## config.mk

```make
export PLATFORM = sky130hd
export DESIGN_NAME = ivl_timer
export DESIGN_NICKNAME = d
export VERILOG_FILES = /design/src/rtl/ivl_timer_pkg.sv /design/src/rtl/ivl_timer_rstsync.sv /design/src/rtl/ivl_timer_regs.sv /design/src/rtl/ivl_timer_count.sv /design/src/rtl/ivl_timer_flag.sv /design/src/rtl/ivl_timer.sv
export SDC_FILE = /design/constraint.sdc
export NUM_CORES = 1
export LEC_CHECK = 0
export BUFFER_PORTS_ARGS = -buffer_cell sky130_fd_sc_hd__clkbuf_2
export CAP_MARGIN = 20
export CORE_AREA = 2 2 125 139
export DETAILED_ROUTE_END_ITERATION = 8
export DIE_AREA = 0 0 127 141
export SLEW_MARGIN = 20
export SYNTH_ARGS = -nofsm -noshare
export SYNTH_HDL_FRONTEND = slang
export SYNTH_HIERARCHICAL = 1
export SYNTH_SLANG_ARGS = --single-unit
export TNS_END_PERCENT = 20
```

## constraint.sdc

```tcl
create_clock -name clk -period 2.2 [get_ports clk]
set_clock_uncertainty 0.15 [all_clocks]
set_input_delay 0.44 -clock clk [delete_from_list [all_inputs] [get_ports clk]]
set_output_delay 0.44 -clock clk [all_outputs]
set_load 0.01 [all_outputs]
```

## src/rtl/ivl_timer_pkg.sv

```systemverilog
package ivl_timer_pkg;

  typedef enum logic [1:0] {
    REG_STAT = 2'd0,
    REG_CTRL = 2'd1,
    REG_PLO  = 2'd2,
    REG_PHI  = 2'd3
  } reg_sel_e;

  // status field positions
  localparam int unsigned ST_TIMEOUT = 0;
  localparam int unsigned ST_RUN     = 1;

  // control field positions
  localparam int unsigned CT_IRQEN = 0;
  localparam int unsigned CT_CONT  = 1;
  localparam int unsigned CT_GO    = 2;
  localparam int unsigned CT_HALT  = 3;

endpackage

```

## src/rtl/ivl_timer_rstsync.sv

```systemverilog
module ivl_timer_rstsync #(
  parameter int unsigned STAGES = 2
) (
  input  logic clk,
  input  logic arst_n,
  output logic rst_n_o
);

  logic [STAGES-1:0] sync_q;
  logic [STAGES-1:0] sync_d;

  always_comb begin
    sync_d = {sync_q[STAGES-2:0], 1'b1};
  end

  always_ff @(posedge clk or negedge arst_n) begin
    if (!arst_n) begin
      sync_q <= '0;
    end else begin
      sync_q <= sync_d;
    end
  end

  assign rst_n_o = sync_q[STAGES-1];

endmodule

```

## src/rtl/ivl_timer_regs.sv

```systemverilog
module ivl_timer_regs
  import ivl_timer_pkg::*;
#(
  parameter int unsigned DATA_W = 16,
  parameter logic [2*DATA_W-1:0] DEF_PERIOD = '0,
  parameter bit PERIOD_WRITABLE = 1'b1,
  parameter bit HAS_STARTSTOP   = 1'b1
) (
  input  logic                  clk,
  input  logic                  rst_n,
  input  logic [1:0]            addr,
  input  logic                  wr_en,
  input  logic [DATA_W-1:0]     wr_data,
  input  logic                  timeout,
  input  logic                  running,
  output logic [DATA_W-1:0]     rd_data,
  output logic                  wr_stat,
  output logic                  start_req,
  output logic                  stop_req,
  output logic                  load_req,
  output logic                  irq_en,
  output logic                  cont,
  output logic [2*DATA_W-1:0]   period_cur,
  output logic [2*DATA_W-1:0]   period_new
);

  localparam int unsigned CNT_W = 2 * DATA_W;

  reg_sel_e sel;
  logic     wr_ctrl;
  logic     wr_plo;
  logic     wr_phi;

  assign sel     = reg_sel_e'(addr);
  assign wr_stat = wr_en && (sel == REG_STAT);
  assign wr_ctrl = wr_en && (sel == REG_CTRL);
  assign wr_plo  = wr_en && (sel == REG_PLO);
  assign wr_phi  = wr_en && (sel == REG_PHI);
  assign load_req = wr_plo | wr_phi;

  // mode bits
  logic irq_en_q, irq_en_d;
  logic cont_q, cont_d;
  logic ctrl_en;

  assign ctrl_en = wr_ctrl;

  always_comb begin
    irq_en_d = wr_data[CT_IRQEN];
    cont_d   = wr_data[CT_CONT];
  end

  always_ff @(posedge clk or negedge rst_n) begin
    if (!rst_n) begin
      irq_en_q <= 1'b0;
      cont_q   <= 1'b0;
    end else if (ctrl_en) begin
      irq_en_q <= irq_en_d;
      cont_q   <= cont_d;
    end
  end

  assign irq_en = irq_en_q;
  assign cont   = cont_q;

  // start / stop requests
  generate
    if (HAS_STARTSTOP) begin : g_ss
      assign start_req = wr_ctrl & wr_data[CT_GO];
      assign stop_req  = wr_ctrl & wr_data[CT_HALT];
    end else begin : g_no_ss
      assign start_req = 1'b0;
      assign stop_req  = 1'b0;
    end
  endgenerate

  // period storage
  generate
    if (PERIOD_WRITABLE) begin : g_pwr
      logic [CNT_W-1:0] period_q;
      logic [CNT_W-1:0] period_d;
      logic             period_en;

      assign period_en = load_req;

      always_comb begin
        period_d = period_q;
        if (wr_plo) period_d[DATA_W-1:0]     = wr_data;
        if (wr_phi) period_d[CNT_W-1:DATA_W] = wr_data;
      end

      always_ff @(posedge clk or negedge rst_n) begin
        if (!rst_n) begin
          period_q <= DEF_PERIOD;
        end else if (period_en) begin
          period_q <= period_d;
        end
      end

      assign period_cur = period_q;
      assign period_new = period_d;
    end else begin : g_pfix
      assign period_cur = DEF_PERIOD;
      assign period_new = DEF_PERIOD;
    end
  endgenerate

  // read mux
  always_comb begin
    rd_data = '0;
    case (sel)
      REG_STAT: begin
        rd_data[ST_TIMEOUT] = timeout;
        rd_data[ST_RUN]     = running;
      end
      REG_CTRL: begin
        rd_data[CT_IRQEN] = irq_en_q;
        rd_data[CT_CONT]  = cont_q;
      end
      REG_PLO: rd_data = period_cur[DATA_W-1:0];
      REG_PHI: rd_data = period_cur[CNT_W-1:DATA_W];
      default: rd_data = '0;
    endcase
  end

endmodule

```

## src/rtl/ivl_timer_count.sv

```systemverilog
module ivl_timer_count #(
  parameter int unsigned CNT_W = 32,
  parameter logic [CNT_W-1:0] RST_CNT = '0,
  parameter bit HAS_STARTSTOP = 1'b1
) (
  input  logic             clk,
  input  logic             rst_n,
  input  logic             start_req,
  input  logic             stop_req,
  input  logic             load_req,
  input  logic             cont,
  input  logic [CNT_W-1:0] period_cur,
  input  logic [CNT_W-1:0] period_new,
  output logic             running,
  output logic             zero_evt
);

  localparam bit RUN_AT_RESET = !HAS_STARTSTOP;
  localparam bit RUN_AFTER_LOAD = !HAS_STARTSTOP;

  logic [CNT_W-1:0] cnt_q, cnt_d;
  logic             run_q, run_d;
  logic             cnt_en;

  always_comb begin
    cnt_d    = cnt_q;
    run_d    = run_q;
    zero_evt = 1'b0;
    if (load_req) begin
      cnt_d = period_new;
      run_d = RUN_AFTER_LOAD;
    end else if (stop_req) begin
      run_d = 1'b0;
    end else if (start_req && !run_q) begin
      run_d = 1'b1;
    end else if (run_q) begin
      if (cnt_q == '0) begin
        zero_evt = 1'b1;
        cnt_d    = period_cur;
        if (!cont) run_d = 1'b0;
      end else begin
        cnt_d = cnt_q - CNT_W'(1);
      end
    end
  end

  assign cnt_en = load_req | (run_q & ~stop_req);

  always_ff @(posedge clk or negedge rst_n) begin
    if (!rst_n) begin
      cnt_q <= RST_CNT;
    end else if (cnt_en) begin
      cnt_q <= cnt_d;
    end
  end

  always_ff @(posedge clk or negedge rst_n) begin
    if (!rst_n) begin
      run_q <= RUN_AT_RESET;
    end else begin
      run_q <= run_d;
    end
  end

  assign running = run_q;

endmodule

```

## src/rtl/ivl_timer_flag.sv

```systemverilog
module ivl_timer_flag (
  input  logic clk,
  input  logic rst_n,
  input  logic zero_evt,
  input  logic wr_stat,
  input  logic irq_en,
  output logic timeout,
  output logic irq
);

  logic to_q, to_d;
  logic to_en;

  assign to_en = zero_evt | wr_stat;

  always_comb begin
    // a fresh event outranks an acknowledge on the same edge
    to_d = zero_evt ? 1'b1 : 1'b0;
  end

  always_ff @(posedge clk or negedge rst_n) begin
    if (!rst_n) begin
      to_q <= 1'b0;
    end else if (to_en) begin
      to_q <= to_d;
    end
  end

  assign timeout = to_q;
  assign irq     = to_q & irq_en;

endmodule

```

## src/rtl/ivl_timer.sv

```systemverilog
module ivl_timer
  import ivl_timer_pkg::*;
#(
  parameter int unsigned DATA_W          = 16,
  parameter int unsigned DEFAULT_PERIOD  = 1000,
  parameter bit          PERIOD_WRITABLE = 1'b1,
  parameter bit          HAS_STARTSTOP   = 1'b1
) (
  input  logic              clk,
  input  logic              arst_n,
  input  logic [1:0]        addr,
  input  logic              wr_en,
  input  logic [DATA_W-1:0] wr_data,
  output logic [DATA_W-1:0] rd_data,
  output logic              irq
);

  localparam int unsigned      CNT_W = 2 * DATA_W;
  localparam logic [CNT_W-1:0] DEF_P = CNT_W'(DEFAULT_PERIOD);

  logic             rst_q_n;
  logic             wr_stat;
  logic             start_req;
  logic             stop_req;
  logic             load_req;
  logic             irq_en;
  logic             ctrl_cont;
  logic [CNT_W-1:0] period_cur;
  logic [CNT_W-1:0] period_new;
  logic             running;
  logic             zero_evt;
  logic             timeout;

  ivl_timer_rstsync #(.STAGES(2)) u_rst (
    .clk     (clk),
    .arst_n  (arst_n),
    .rst_n_o (rst_q_n)
  );

  ivl_timer_regs #(
    .DATA_W          (DATA_W),
    .DEF_PERIOD      (DEF_P),
    .PERIOD_WRITABLE (PERIOD_WRITABLE),
    .HAS_STARTSTOP   (HAS_STARTSTOP)
  ) u_regs (
    .clk        (clk),
    .rst_n      (rst_q_n),
    .addr       (addr),
    .wr_en      (wr_en),
    .wr_data    (wr_data),
    .timeout    (timeout),
    .running    (running),
    .rd_data    (rd_data),
    .wr_stat    (wr_stat),
    .start_req  (start_req),
    .stop_req   (stop_req),
    .load_req   (load_req),
    .irq_en     (irq_en),
    .cont       (ctrl_cont),
    .period_cur (period_cur),
    .period_new (period_new)
  );

  ivl_timer_count #(
    .CNT_W         (CNT_W),
    .RST_CNT       (DEF_P),
    .HAS_STARTSTOP (HAS_STARTSTOP)
  ) u_count (
    .clk        (clk),
    .rst_n      (rst_q_n),
    .start_req  (start_req),
    .stop_req   (stop_req),
    .load_req   (load_req),
    .cont       (ctrl_cont),
    .period_cur (period_cur),
    .period_new (period_new),
    .running    (running),
    .zero_evt   (zero_evt)
  );

  ivl_timer_flag u_flag (
    .clk      (clk),
    .rst_n    (rst_q_n),
    .zero_evt (zero_evt),
    .wr_stat  (wr_stat),
    .irq_en   (irq_en),
    .timeout  (timeout),
    .irq      (irq)
  );

endmodule

```

==> results of run 1 <==
==> kinds of logic after synthesis <==
logic type,count (synthesis)
AND/OR/NAND/NOR,112
AO/OA/AOI/OAI,107
multiplexers,96
flip-flops,70
buffers and inverters,42
XOR/XNOR,13
adder cells (fa/ha/maj),2
other,1
==> timing repair <==
| item | in CTS | in global routing |
|---|---|---|
| setup buffers | 0 | 1 |
| hold buffers | 1 | 0 |
| gates resized for setup | 1 | 14 |
| hold endpoints to repair | 2 | 0 |
| setup endpoints to repair | 19 | 23 |
| pin swaps | 0 | 3 |
==> cell type report <==
class,instances,area share
Sequential cell,70,0.293
Clock buffer,12,0.0409
Tap cell,208,0.0431
Multi-Input combinational cell,331,0.481
Clock inverter,4,0.00373
Timing Repair Buffer,107,0.131
Inverter,11,0.00684
==> path summary, 6_finish.rpt <==
kind                                         end  cells past startpoint
max                            u_count/cnt_q[19]                      5
min                        u_regs/period_cur[21]                      0
max reg2reg                    u_count/cnt_q[19]                      5
min reg2reg                u_regs/period_cur[21]                      0
max in group asynchronous       u_count/cnt_q[8]                      1
min in group clk                 u_rst/sync_q[1]                      0
==> cells in the mapped netlist (7+ instances only) <==
cell,n,area (um^2)
nand3_1,7,35.0
a22oi_1,22,165
xnor2_1,8,70.1
mux2i_1,28,280
nand2_1,8,30.0
dfstp_2,12,315
nor2b_1,15,93.8
inv_1,10,37.5
nor3_1,22,110
dfrtp_1,58,1450
o21ai_1,27,135
buf_6,9,101
o21ai_0,10,50.1
nor2_1,17,63.8
clkbuf_1,17,63.8
nor4_1,10,62.6
mux2_4,60,901
==> stage by stage <==
| step | TNS (ns) | instances | setup slack [ns] |
|---|---|---|---|
| after floorplan | 0 | 443 | 0.000678 |
| after global placement | 0 | 725 | 0.00800 |
| after detailed placement | -0.239 | 725 | -0.0340 |
| after CTS | 0 | 742 | 0.0250 |
| after global routing | -0.129 | 743 | -0.0475 |
| final | 0 | 743 | 0.0342 |
==> where the power goes <==
part	total, mW	switching (mW)	internal (mW)
Clock	1.33	0.545	0.789
Combinational	1.82	0.846	0.973
Sequential	1.94	0.333	1.61
Total	5.09	1.72	3.37
==> flip-flops by register name (all words and copies together) (netlist names) <==
register and flops:
u_rst/sync_q 2, u_regs/cont 1, u_count/running 1, u_regs/irq_en 1, u_flag/timeout 1, u_regs/period_cur 32, u_count/cnt_q 32
==> metal layers <==
layer | track usage | part of all wire | vias up
met5 | 0 | 0 | -
met3 | 0.0262 | 0.040 | 12
met1 | 0.203 | 0.44 | 2044
met2 | 0.262 | 0.50 | 125
met4 | 0.0451 | 0.014 | 0
li1 | - | - | 1859
==> results.json, run 1 <==
{
  "outcome": "completed",
  "hold_class": "register to asynchronous set/reset pin",
  "synthAdderAreaFrac": 0.00516,
  "wirelength_um": 13700,
  "cts.sinks": 70,
  "async_reset_ff_frac": 1.00,
  "synth_flop_cell": "dfrtp_1",
  "powerDensity_nw_per_um2": 844,
  "synth_compound_area_frac": 0.149,
  "drive_gt1_frac": 0.413,
  "placed_cell_area_um2": 5670,
  "synthSimpleGateAreaFrac": 0.142,
  "final_cell_mix": "60 x buf_4, 60 x mux2_4, 57 x dfrtp_1",
  "io_pins": 38,
  "clock_path_buffers": 2,
  "crit_required_ns": 2.32,
  "final_core_util": 0.363,
  "path_delay_family": "simple AND/OR/NAND/NOR gates",
  "grt_antenna_before_repair": 0,
  "fin_crit_ns": 2.17,
  "crit_path_end_kind": "register",
  "rr_startpoint": "u_count/cnt_q[16]",
  "nNetsFinal": 553,
  "ctsRootBufferMaster": "clkbuf_16",
  "clock_latency_ns": 0.33,
  "h-tree-depth": 3,
  "grt_use_total": 0.155,
  "die_w_um": 127,
  "yosys_warnings": 6,
  "startpoint_type": "register",
  "grt.overflow.total": 0,
  "core_area_um2": 16600,
  "grt_pass1_vias": 4170,
  "finalHoldViolCount": 0,
  "period_share": 0.984,
  "power_mw": 5.09,
  "seq_area_frac_synth": 0.364,
  "rsz0062_at_grt": "yes",
  "fill_cells": 1678,
  "initial_core_util": 0.291,
  "synth_nets": 466,
  "seqCellArea_um2": 1770,
  "yosysUniqueCellTypes": 62,
  "dr.pass1.iters": 5,
  "cap_violations": 0,
  "io_buffers": 37,
  "synth_seq_cells": 70,
  "relSlewSlack": 0.536,
  "num_vias": 4040,
  "numCtsBuffers": 9,
  "syn_to_final_growth_pct": 24.4,
  "crit_fanout": 3,
  "critPathBufInv": 0,
  "vias_per_cell": 5.44,
  "setup.worst_path.start": "u_count/cnt_q[16]",
  "synth_top_family_by_area": "multiplexers",
  "cts_tree": "built",
  "syn_avg_cell_area_um2": 10.9,
  "die_area_um2": 17900,
  "syn_area_um2": 4850,
  "synthXorXnorAreaFrac": 0.0235,
  "tightest_slew_ns": 0.694,
  "p_leak_nw": 2.78,
  "finalSetupViolCount": 0,
  "cp_slowest_cell": "or4_4",
  "initialDrtViolationCount": 364,
  "synthCells": 443,
  "crit_chain": "or4_4, or3_4, or3_1, a31oi_1, o21ba_1",
  "whs_ns": 0.0679,
  "worstSetupPathType": "register to register",
  "clk_pin_slew_ns": 0.06,
  "multi_input_area_um2": 2900,
  "drtAntennaViolNets": 0,
  "worstPathArrival_ns": 2.28,
  "avgRoutedWirePerCell_um": 18.4,
  "max_stage_delay_ns": 0.55,
  "die_height_um": 141,
  "postLayoutCellArea_um2": 6030,
  "r2r_slack_ns": 0.03,
  "drcViolationCount": 0,
  "rows": 50,
  "ir_drop_mv": 0.335,
  "grt_start_max_net_pins": 29,
  "synth_mux_area_frac": 0.267,
  "antenna_cells": 0,
  "drv_slew": 0,
  "max_freq_mhz": 462,
  "grt_pass1_wl_um": 22200,
  "synth-edff-count": 0,
  "gp_congestion": 0.929,
  "hpwl_um": 10100
}
No activity file was read; power rests on OpenSTA's default activity.
==> run 2, diff against run 1 <==
--- a/config.mk
+++ b/config.mk
@@ -7,9 +7,12 @@
 export LEC_CHECK = 0
 export BUFFER_PORTS_ARGS = -buffer_cell sky130_fd_sc_hd__clkbuf_2
 export CAP_MARGIN = 20
-export CORE_AREA = 2 2 125 139
+export CORE_AREA = 2 2 97 109
 export DETAILED_ROUTE_END_ITERATION = 8
-export DIE_AREA = 0 0 127 141
+export DIE_AREA = 0 0 99 111
+export GPL_ROUTABILITY_DRIVEN = 0
+export PLACE_DENSITY = 0.7
+export SETUP_SLACK_MARGIN = 0.2
 export SLEW_MARGIN = 20
 export SYNTH_ARGS = -nofsm -noshare
 export SYNTH_HDL_FRONTEND = slang
==> results.json, run 2 (same netlist as run 1, synthesis figures left out) <==
{
  "grtUsageMet2": 0.391,
  "cap_violations": 0,
  "max_freq_mhz": 454,
  "drcViolationCount": 0,
  "core_area_um2": 10000,
  "cts.sinks": 70,
  "hold_class": "register to asynchronous set/reset pin",
  "grt_use_met1": 0.316,
  "nNetsFinal": 557,
  "clk_pin_slew_ns": 0.06,
  "die_area_um2": 11000,
  "clock_path_buffers": 2,
  "final_cell_mix": "60 x mux2_4, 59 x buf_4, 56 x dfrtp_1",
  "crit_fanout": 10,
  "wirelength_um": 13300,
  "final_core_util": 0.608,
  "worstPathArrival_ns": 2.33,
  "violations": "negative setup slack",
  "clock_latency_ns": 0.35,
  "ctsRootBufferMaster": "clkbuf_16",
  "grt_busiest_layer": "met2",
  "drtAntennaViolNets": 0,
  "grt.overflow.total": 0,
  "numCtsBuffers": 9,
  "period_share": 1.00,
  "finalWorstSetupSlack_ns": -0.000490,
  "whs_ns": 0.138,
  "rsz0062_at_grt": "yes",
  "tns_ns": -0.000490,
  "worstSetupPathType": "register to register",
  "io_pins": 38,
  "max_stage_delay_ns": 0.49,
  "finalHoldViolCount": 0,
  "crit_required_ns": 2.33,
  "layout_commonest_cell": "mux2_4",
  "grt_start_max_net_pins": 69,
  "cp_slowest_cell": "or3_4",
  "startpoint_type": "register",
  "cts_tree": "built",
  "avgRoutedWirePerCell_um": 20.1,
  "p_leak_nw": 2.82,
  "use_met3": 0.0290,
  "fin_crit_ns": 2.20,
  "drive_gt1_frac": 0.438,
  "fill_cells": 795,
  "drv_slew": 0,
  "tightest_slew_ns": 0.663,
  "num_vias": 4102,
  "h-tree-depth": 3,
  "ir_drop_mv": 0.500,
  "finalSetupViolCount": 1,
  "place_ws_ns": 0.00399,
  "crit_chain": "nor4_2, buf_4, nand4_1, or3_4, buf_12, a31oi_1, o21ba_1",
  "powerDensity_nw_per_um2": 849,
  "outcome": "finished, violations left",
  "grt_pass1_vias": 4081,
  "die_w_um": 99,
  "syn_to_final_growth_pct": 25.5,
  "initialDrtViolationCount": 384,
  "vias_per_cell": 6.20,
  "io_buffers": 37,
  "rows": 39,
  "die_height_um": 111,
  "grt_use_total": 0.240,
  "initial_core_util": 0.485,
  "crit_path_end_kind": "register",
  "grt_antenna_before_repair": 0,
  "relSlewSlack": 0.556,
  "dr.pass1.iters": 5,
  "hpwl_um": 8980,
  "grt_pass1_wl_um": 21000,
  "antenna_cells": 0
}
-- run 2: critical path, delay by kind of cell (launching register included) --
| family | cells | cell delay (ns) |
|---|---|---|
| flops | 1 | 0.38 |
| compound gates | 2 | 0.32 |
| buf+inv | 2 | 0.36 |
| simple gates | 3 | 0.92 |
-- run 2: cell type report --
type                       instances  area (um^2)  area share
sequential                        70         1770       0.291
timing repair buffer             111          896       0.147
clock inverter                     6         37.5     0.00617
inverter                          11         41.3     0.00679
tap                              123          154      0.0253
clock buffer                      10          239      0.0393
multi-input combinational        331         2950       0.484
-- run 2: power breakdown --
part           total, mW  internal [mW]  leakage, nW  switching, mW
Clock               1.37          0.786        0.130          0.579
Combinational       1.86           1.00         1.87          0.855
Sequential          1.94           1.61        0.822          0.337
Total               5.17           3.40         2.82           1.77
-- run 2: repair_timing --
| action | CTS | global route |
|---|---|---|
| gates resized for setup | 10 | 27 |
| endpoints found under the setup margin | 31 | 36 |
| gates cloned | 0 | 1 |
| hold buffers | 1 | 0 |
| pin swaps | 3 | 11 |
| hold endpoints to repair | 2 | 0 |
| buffers inserted | 3 | 12 |
-- run 2: stage by stage --
stage / power (mW) / area [um^2] / instances
2_1_floorplan: 3.04 / 4850 / 443
3_3_place_gp: 3.59 / 5500 / 629
3_5_place_dp: 3.65 / 5500 / 629
4_1_cts: 5.07 / 5850 / 649
5_1_grt: 5.42 / 6080 / 662
6_report: 5.17 / 6080 / 662
-- run 2: path summary, 6_finish.rpt --
path | start | to | slack (ns) | depth (start not counted)
setup reg to reg | u_count/cnt_q[6] | u_count/cnt_q[19] | -0.0005 | 7
hold / removal | u_rst/sync_q[1] | u_regs/period_cur[21] | 0.14 | 1
max in group asynchronous | u_rst/sync_q[1] | u_count/cnt_q[3] | 1.43 | 1
hold reg to reg | u_rst/sync_q[1] | u_regs/period_cur[21] | 0.14 | 1
setup / recovery | u_count/cnt_q[6] | u_count/cnt_q[19] | -0.0005 | 7
min in group clk | u_rst/sync_q[0] | u_rst/sync_q[1] | 0.20 | 0
-- run 2: routing by layer --
| layer | wire length (um) | up-vias |
|---|---|---|
| met4 | 412 | 0 |
| met1 | 5710 | 2040 |
| li1 | - | 1873 |
| met5 | 0 | - |
| met3 | 590 | 36 |
| met2 | 6570 | 153 |
